`src/rtl/slot_tx_retry.sv`:
```
module slot_tx_retry #(
  parameter int AW        = 3,
  parameter int DW        = 8,
  parameter int SLOT_LEN  = 16,
  parameter int GUARD_LEN = 3,
  parameter int ACK_CLOSE = 2,
  parameter int MAX_RETRY = 2
) (
  input  logic          clk,
  input  logic          rst_n,
  input  logic          host_valid,
  output logic          host_ready,
  input  logic [AW-1:0] host_dest,
  input  logic [DW-1:0] host_data,
  output logic          done_ok,
  output logic          done_fail,
  output logic          tx_frame,
  output logic [AW-1:0] tx_addr,
  output logic          tx_pay_en,
  output logic [DW-1:0] tx_data,
  input  logic          ack_in,
  input  logic [AW-1:0] my_addr,
  input  logic          rx_frame,
  input  logic [AW-1:0] rx_addr,
  output logic          ack_out
);
  localparam int CW = $clog2(SLOT_LEN);
  localparam int RW = $clog2(MAX_RETRY + 2);
  localparam logic [CW-1:0] LAST    = CW'(SLOT_LEN - 1);
  localparam logic [CW-1:0] WIN_END = CW'(SLOT_LEN - ACK_CLOSE);
  localparam logic [CW-1:0] GUARD   = CW'(GUARD_LEN);
  localparam logic [RW-1:0] LIMIT   = RW'(MAX_RETRY);

  logic [CW-1:0] phase;
  logic          pend, pend_n, tx_on, got_ack, rx_q;
  logic [AW-1:0] dest;
  logic [DW-1:0] data;
  logic [RW-1:0] tries;

  wire wrap    = phase == LAST;
  wire closing = wrap && tx_on;
  wire give_up = tries == LIMIT;
  wire take    = host_valid && !pend;

  assign host_ready = !pend;
  assign tx_frame   = tx_on;
  assign tx_addr    = tx_on ? dest : '0;
  assign tx_pay_en  = tx_on && (phase >= GUARD);
  assign tx_data    = tx_pay_en ? data : '0;

  always_comb begin
    pend_n = pend;
    if (closing && (got_ack || give_up)) pend_n = 1'b0;
    if (take) pend_n = 1'b1;
  end

  always_ff @(posedge clk) begin
    if (!rst_n) begin
      phase     <= '0;
      pend      <= 1'b0;
      tx_on     <= 1'b0;
      got_ack   <= 1'b0;
      dest      <= '0;
      data      <= '0;
      tries     <= '0;
      done_ok   <= 1'b0;
      done_fail <= 1'b0;
      rx_q      <= 1'b0;
      ack_out   <= 1'b0;
    end else begin
      phase     <= wrap ? '0 : phase + 1'b1;
      pend      <= pend_n;
      done_ok   <= closing && got_ack;
      done_fail <= closing && !got_ack && give_up;
      if (take) begin
        dest  <= host_dest;
        data  <= host_data;
        tries <= '0;
      end else if (closing && !got_ack && !give_up) begin
        tries <= tries + 1'b1;
      end
      if (wrap) begin
        tx_on   <= pend_n;
        got_ack <= 1'b0;
      end else if (tx_on && ack_in && phase < WIN_END) begin
        got_ack <= 1'b1;
      end
      rx_q    <= rx_frame;
      ack_out <= rx_frame && !rx_q && (rx_addr == my_addr);
    end
  end


  frame_at_boundary_chk: assert property (@(posedge clk) disable iff (!rst_n)
    $rose(tx_frame) |-> phase == '0);

  addr_hold_chk: assert property (@(posedge clk) disable iff (!rst_n)
    (tx_frame && phase != '0) |-> $stable(tx_addr));

  guard_first_chk: assert property (@(posedge clk) disable iff (!rst_n)
    $rose(tx_frame) |-> !tx_pay_en);

  busy_no_ready_chk: assert property (@(posedge clk) disable iff (!rst_n)
    tx_frame |-> !host_ready);

  ok_frees_chk: assert property (@(posedge clk) disable iff (!rst_n)
    done_ok |-> host_ready && !done_fail);

  retry_bound_chk: assert property (@(posedge clk) disable iff (!rst_n)
    tries <= LIMIT);

  ack_pulse_chk: assert property (@(posedge clk) disable iff (!rst_n)
    ack_out |=> !ack_out);
endmodule

```
`config.mk`:
```
export PLATFORM = sky130hd
export DESIGN_NAME = slot_tx_retry
export DESIGN_NICKNAME = d
export VERILOG_FILES = /design/src/rtl/slot_tx_retry.sv
export SDC_FILE = /design/constraint.sdc
export NUM_CORES = 1
export LEC_CHECK = 0
export BUFFER_PORTS_ARGS = -buffer_cell sky130_fd_sc_hd__buf_2
export CORE_ASPECT_RATIO = 0.8
export CORE_MARGIN = 8
export CORE_UTILIZATION = 45
export CTS_BUF_LIST = sky130_fd_sc_hd__clkbuf_4 sky130_fd_sc_hd__clkbuf_8
export CTS_CLUSTER_SIZE = 14
export DETAILED_ROUTE_END_ITERATION = 8
export GPL_TIMING_DRIVEN = 0
export PLACE_DENSITY = 0.84
export SLEW_MARGIN = 15
export SYNTH_ARGS = -nofsm -noshare
export SYNTH_HDL_FRONTEND = slang
export SYNTH_SLANG_ARGS = --single-unit
```
`constraint.sdc`:
```
create_clock -name clk -period 2.4 [get_ports clk]
set_input_delay 0.6 -clock clk [delete_from_list [all_inputs] [get_ports clk]]
set_output_delay 0.6 -clock clk [all_outputs]
set_load 0.03 [all_outputs]
```
==> out/metrics.csv, run 1 <==
metric,value,unit
area_delta_synth_final,24.9,%
period_needed,2250,ps
cts_tree,yes,
vias_per_cell,5.02,
hold_path.class,flip-flop to flip-flop,
powerDensity,554,nW/um2
setup.worst_path.class,flip-flop to output pin,
grt_pass1_vias,936,
max_slew_margin,75.5,%
n_antenna_cell,0,
io_pins,39,
dieArea,4100,um2
clk_latency,320,ps
status,finished clean,
pwr-share-seq,59.6,%
core.rowCount,15,
drt-wirelength-per-cell,13.0,um
htreeDepth,1,
critPathMaxStageDelay,370,ps
cts_hold_buf,0,
p_int,0.546,mW
post-cts-setup-buffers,0,
tns,0,ps
root_buffer,clkbuf_4,
cp-start-kind,flip-flop,
drtIter0Drc,16,
setup_viol,0,
yosysTopAreaCell,dfxtp_1,
grt_usage,11.7,%
die_w,69.6,um
final_nets,180,
drt_wl_total,2340,um
finalClockSkew,4.84,ps
leakage,0.613,nW
rsz0062_at_grt,false,
port_buffers,38,
grt_pass1_wl,4000,um
power_frac_comb,10.4,%
fmax,444,MHz
synth_edf_count,0,
regToRegSetupSlack,1080,ps
maxCapViolations,0,
grt_max_degree,14,
start_util,47.9,%
power_switching_share,23.7,%
gp_congestion,0.785,
core,2160,um2
worst_pin_slew,367,ps
cts_num_sinks,24,
ys_async_sr_fraction,0,%
synth_warnings,0,
overflow,0,
grt_antenna_before_repair,0,
synthTopCellsByArea,"dfxtp_1, nand2_1, and2_1",
post_cts_resized,0,
path_clk_slew,130,ps
clockBufferDepth,2,
p_sw,0.169,mW
post-route-period-util,93.9,%
yosys_most_used_dff,dfxtp_1,
drc,0,
synth_seq_cells,24,
fin_area,1290,um2
peakVddDrop,0.447,mV
pwr-share-clk,30.0,%
crit_family,compound AO/OA/AOI/OAI gates,
crit_required,1800,ps
synth-seq-area-share,46.4,%
path_cells,"ha_1, o31a_2, and2_1, buf_2",
syn_inst,113,
synthDistinctLibCells,32,
num_vias,904,
critPathCaptureType,output pin,
die_y,58.9,um
slew_violations,0,
critical_path_buf_inv_count,1,
drive_above_1_share,34.2,%
cts_made_buffers,3,
synth_area,1030,um2
yosysTopAreaCellShare,46.4,%
dr.pass1.iters,6,
drtAntennaViolNets,0,
cp_max_fo,9,
cpMaxStageDelayCell,o31a_2,
ys_top_cells_by_count,"dfxtp_1, nand2_1, and2_1",
critPathArrivalTime,1650,ps
hpwl,1830,um
hold_viol_final,0,
utilization,59.9,%
syn-num-nets,137,
syn_area_per_cell,9.16,um2
place_area,1260,um2
==> cell type report <==
type	count	area, um2
fillers	202	866
plain buffers	4	27.5
repair buffers	38	190
well taps	25	31.3
multi-input cells	83	519
flip-flops and latches	24	480
clock buffers	4	36.3
inverters	2	7.51
==> power by group through the flow <==
| stage | clock network (mW) | logic (mW) | registers, mW |
|---|---|---|---|
| floorplan | 0 | 0.0460 | 0.433 |
| global placement | 0 | 0.0723 | 0.434 |
| detailed placement | 0 | 0.0754 | 0.435 |
| CTS | 0.222 | 0.0758 | 0.427 |
| global route | 0.241 | 0.0838 | 0.429 |
| finish | 0.215 | 0.0744 | 0.426 |
==> registers in the layout, indices dropped and copies added (netlist names), 2 cells and up <==
| signal | count |
|---|---|
| data | 8 |
| dest | 3 |
| phase | 4 |
| tries | 2 |
==> final timing paths <==
check,startpoint,cells after the start,to
worst max-delay path,phase[0]$_SDFF_PP0_,4,tx_data[5]
worst min-delay path,rx_q$_SDFF_PN0_,1,ack_out$_SDFF_PN0_
worst min register to register,rx_q$_SDFF_PN0_,1,ack_out$_SDFF_PN0_
worst max register to register,tries[0]$_SDFFE_PP0P_,5,tx_frame$_SDFFE_PN0N_
==> logic make-up after synthesis <==
| group | Yosys count | synth area share [%] |
|---|---|---|
| AOI/OAI and AO/OA | 19 | 14.0 |
| xor gates and xnor gates | 5 | 4.23 |
| adders and majority gates | 2 | 2.42 |
| buffers and inverters | 6 | 3.39 |
| DFF | 24 | 46.4 |
| muxes | 1 | 0.967 |
| and+or+nand+nor | 56 | 28.5 |
==> per-layer routing <==
| layer | wire length [um] | global-route usage, % | vias up |
|---|---|---|---|
| li1 | - | - | 464 |
| met1 | 981 | 11.5 | 405 |
| met2 | 1090 | 20.7 | 33 |
| met3 | 254 | 7.21 | 2 |
| met4 | 13 | 2.57 | 0 |
| met5 | 0 | 0 | - |
==> stage by stage <==
step / power [mW] / hold WS, ps / instances / worst slack (ps)
2_1_floorplan: 0.479 / 367 / 113 / 513
3_3_place_gp: 0.506 / 378 / 176 / 541
3_5_place_dp: 0.511 / 384 / 176 / 524
4_1_cts: 0.724 / 402 / 180 / 144
5_1_grt: 0.754 / 423 / 180 / 79.2
6_report: 0.716 / 397 / 180 / 147
==> cells in the final DEF (no fill, tap or decap), types with 2 or more instances in the layout <==
master    synthesis  final
buf_2             1     39
nand2_1          24     24
dfxtp_1          24     24
and2_1           13     13
a21boi_1          8      8
nand3_1           5      5
nor2_1            5      5
xnor2_1           3      3
a21boi_0          3      3
clkbuf_4          0      3
inv_1             2      2
xor2_1            2      2
a31oi_1           2      2
ha_1              2      2
No activity file was read; power rests on OpenSTA's default activity.
==> run 2: changes to the inputs <==
- BUFFER_PORTS_ARGS: -buffer_cell sky130_fd_sc_hd__buf_2 -> -buffer_cell sky130_fd_sc_hd__buf_4
- HOLD_SLACK_MARGIN: default -> 0.15
==> run 2 against run 1 <==
Effect of this change:
- setup slack gained 9.4 ps
- first-iteration DRC count is 56% higher
- wire length grew 0.90%
- register-to-register slack gained 20 ps
- critical path depth unchanged
- sequential share of layout area down 2.5 points
- clock skew down 0.82 ps
- global-route usage up 0.056 points
- power grew 1.8%
- maximum frequency increased by 0.42%
- clock power about the same
- count of clock-buffer cells in the layout stayed put
- largest power group unchanged
- highest routed layer unchanged
==> out/metrics.csv, run 2 (synthesis gave the netlist of run 1 again) <==
metric,value,unit
status,finished clean,
rsz0062_at_grt,false,
grt_usage,11.7,%
post-place-ws,515,ps
final.fill_count,182,
hpwl,1860,um
vias_per_cell,5.01,
fmax,446,MHz
start_util,47.9,%
max_slew_margin,75.8,%
powerDensity,525,nW/um2
clk_latency,320,ps
path_clk_slew,130,ps
maxCapViolations,0,
crit_family,compound AO/OA/AOI/OAI gates,
drc,0,
setup.worst_path.class,flip-flop to output pin,
fin_ws,156,ps
num_vias,901,
critPathMaxStageDelay,370,ps
grt_max_degree,14,
cts_num_sinks,24,
cts_tree,yes,
dieArea,4100,um2
overflow,0,
layout_common_cells,"buf_4, nand2_1, dfxtp_1, and2_1, a21boi_1",
port_buffers,38,
cp-start-kind,flip-flop,
slew_violations,0,
post-cts-setup-buffers,0,
stdcell_count,180,
peakVddDrop,0.479,mV
cpMaxStageDelayCell,o31a_2,
placed_cells,176,
root_buffer,clkbuf_4,
gp_congestion,0.802,
path_cells,"ha_1, o31a_2, and2_1, buf_4",
period_needed,2240,ps
whs,393,ps
grt_pass1_wl,3970,um
critical_path_buf_inv_count,1,
mostFrequentLayoutCell,buf_4,
die_w,69.6,um
critPathArrivalTime,1640,ps
top_regs,"data: 8 flops, phase: 4 flops, dest: 3 flops",
worst_pin_slew,364,ps
cp_max_fo,9,
crit_required,1800,ps
setup_viol,0,
core.rowCount,15,
post_cts_resized,0,
area_delta_synth_final,34.1,%
drtIter0Drc,25,
tns,0,ps
leakage,0.631,nW
drt_wl_total,2360,um
drive_above_1_share,34.2,%
core,2160,um2
post-route-period-util,93.5,%
clockBufferDepth,2,
grt_antenna_before_repair,0,
drtAntennaViolNets,0,
cts_made_buffers,3,
finalClockSkew,4.02,ps
critPathCaptureType,output pin,
largest-register,data,
io_pins,39,
grt_pass1_vias,943,
die_y,58.9,um
drt-wirelength-per-cell,13.1,um
hold_viol_final,0,
hold_path.class,flip-flop to flip-flop,
cts_hold_buf,0,
dr.pass1.iters,4,
largest_reg_flops,8,
htreeDepth,1,
final_nets,180,
n_antenna_cell,0,
run 2: metrics by stage:
step,cell area (um2),util [%],total power [mW]
6_report,1390,64.3,0.728
5_1_grt,1390,64.3,0.765
4_1_cts,1390,64.3,0.734
3_5_place_dp,1350,62.6,0.522
3_3_place_gp,1350,62.6,0.517
2_1_floorplan,1030,-,0.479
run 2: routing by layer:
layer / part of all wire (%) / track usage, % / wire length [um] / vias up
met5: 0 / 0 / 0 / -
met4: 0.42 / 1.43 / 10 / 0
met3: 12 / 7.89 / 286 / 2
met2: 47 / 20.7 / 1110 / 35
met1: 40 / 11.6 / 953 / 405
li1: - / - / - / 459
run 2: final cells by class:
| class | instances | area [um2] | share of cell area (%) |
|---|---|---|---|
| buffer | 4 | 27.5 | 1.98 |
| clock buffer | 4 | 36.3 | 2.61 |
| tap | 25 | 31.3 | 2.25 |
| sequential | 24 | 480 | 34.6 |
| inverter | 2 | 7.51 | 0.541 |
| multi-input combinational | 83 | 519 | 37.4 |
| timing repair buffer | 38 | 285 | 20.6 |
run 2: power by group:
group,switching (mW),internal (mW)
Combinational,0.0366,0.0484
Sequential,0.0110,0.416
Clock,0.124,0.0928
run 2: final timing paths:
kind	depth (start not counted)	slack (ps)	endpoint	start
max	4	160	tx_data[6]	phase[0]$_SDFF_PP0_
min	1	390	ack_out$_SDFF_PN0_	rx_q$_SDFF_PN0_
max reg2reg	4	1100	tries[0]$_SDFFE_PP0P_	phase[0]$_SDFF_PP0_
min reg2reg	1	390	ack_out$_SDFF_PN0_	rx_q$_SDFF_PN0_
==> run 3: changes to the inputs <==
- GPL_TIMING_DRIVEN: 0 -> default
- PLACE_DENSITY: 0.84 -> 0.85
==> run 3 against run 2 <==
Effect of this change:
- critical path depth did not move
- final cell count fell by 2.2%
- core utilization fell by 1.3 points
- wire length rose by 6.5%
- first-iteration DRC count rose by 120%
- clock power fell by 4%
- sequential share of layout area rose by 0.70 points
- non-clock buffer count fell by 4
==> out/metrics.csv, run 3 (synthesis gave the netlist of run 1 again) <==
metric,value,unit
status,finished clean,
drtIter0Drc,56,
powerDensity,527,nW/um2
die_w,69.6,um
path_cells,"ha_1, o31a_2, and2_1, buf_4",
stdcell_count,176,
setup_viol,0,
critical_path_buf_inv_count,1,
post-cts-setup-buffers,0,
port_buffers,38,
dr.pass1.iters,4,
critPathCaptureType,output pin,
hold_path.class,flip-flop to flip-flop,
post-route-period-util,92.4,%
leakage,0.614,nW
crit_required,1800,ps
dieArea,4100,um2
grt_pass1_vias,911,
final_nets,176,
tns,0,ps
n_antenna_cell,0,
largest-register,data,
p_total,0.717,mW
core,2160,um2
post-place-ws,537,ps
crit_family,compound AO/OA/AOI/OAI gates,
setup.worst_path.class,flip-flop to output pin,
io_pins,39,
fin_area,1360,um2
multiInputGateArea,519,um2
placed_cells,172,
drt_wl_total,2510,um
mostFrequentLayoutCell,buf_4,
htreeDepth,1,
final.fill_count,183,
vias_per_cell,5.06,
drt-wirelength-per-cell,14.3,um
cp-start-kind,flip-flop,
grt_usage,12.5,%
cts_hold_buf,0,
top_regs,"data: 8 flops, phase: 4 flops, dest: 3 flops",
cp_max_fo,9,
post_cts_resized,0,
start_util,47.9,%
finalClockSkew,2.24,ps
hpwl,1860,um
overflow,0,
drtAntennaViolNets,0,
maxCapViolations,0,
peakVddDrop,0.456,mV
grt_antenna_before_repair,0,
gp_congestion,0.693,
grt_max_degree,23,
clk_latency,310,ps
critPathMaxStageDelay,360,ps
critPathArrivalTime,1620,ps
cpMaxStageDelayCell,o31a_2,
cts_made_buffers,3,
rsz0062_at_grt,false,
drc,0,
period_needed,2220,ps
place_area,1320,um2
die_y,58.9,um
area_delta_synth_final,31.4,%
slew_violations,0,
path_clk_slew,120,ps
hold_viol_final,0,
core.rowCount,15,
clockBufferDepth,2,
largest_reg_flops,8,
grt_pass1_wl,4150,um
num_vias,890,
root_buffer,clkbuf_4,
layout_common_cells,"buf_4, nand2_1, dfxtp_1, and2_1, a21boi_1",
seq_area,480,um2
cts_num_sinks,24,
cts_tree,yes,
fin_ws,184,ps
worst_pin_slew,484,ps
max_slew_margin,67.6,%
drive_above_1_share,33.1,%
fmax,451,MHz
[run 3: changes by cell type in the layout (fill, tap and decap cells not counted)]
cell / before / now
buf_2: 1 / 0
buf_4: 39 / 38
buf_6: 1 / 0
clkbuf_1: 1 / 0
[run 3: routing by layer]
layer | routed length (um) | track usage, % | vias to the layer above
met2 | 1160 | 21.8 | 37
met3 | 223 | 6.54 | 2
met5 | 0 | 0 | -
met4 | 14 | 2.57 | 0
met1 | 1110 | 13.3 | 399
li1 | - | - | 452
[run 3: where the power goes]
part | internal, mW | switching [mW]
clock | 0.0927 | 0.116
sequential | 0.415 | 0.0112
combinational | 0.0440 | 0.0369
[run 3: area by class of cell]
type	instances	area share, %
clock buffer	4	2.67
inverter	2	0.552
multi-input combinational	83	38.2
sequential	24	35.3
tap	25	2.30
timing repair buffer	38	21.0
[run 3: worst paths after layout]
kind                          from               endpoint  slack [ps]  cells past startpoint
max            phase[0]$_SDFF_PP0_             tx_data[2]         180                      4
min                rx_q$_SDFF_PN0_     ack_out$_SDFF_PN0_         400                      1
max reg2reg  tries[0]$_SDFFE_PP0P_  tx_frame$_SDFFE_PN0N_        1050                      5
min reg2reg        rx_q$_SDFF_PN0_     ack_out$_SDFF_PN0_         400                      1
[run 3: stage by stage]
stage / hold WS (ps) / util [%]
2_1_floorplan: 367 / -
3_3_place_gp: 373 / 61.3
3_5_place_dp: 380 / 61.3
4_1_cts: 400 / 63.0
5_1_grt: 418 / 63.0
6_report: 401 / 63.0
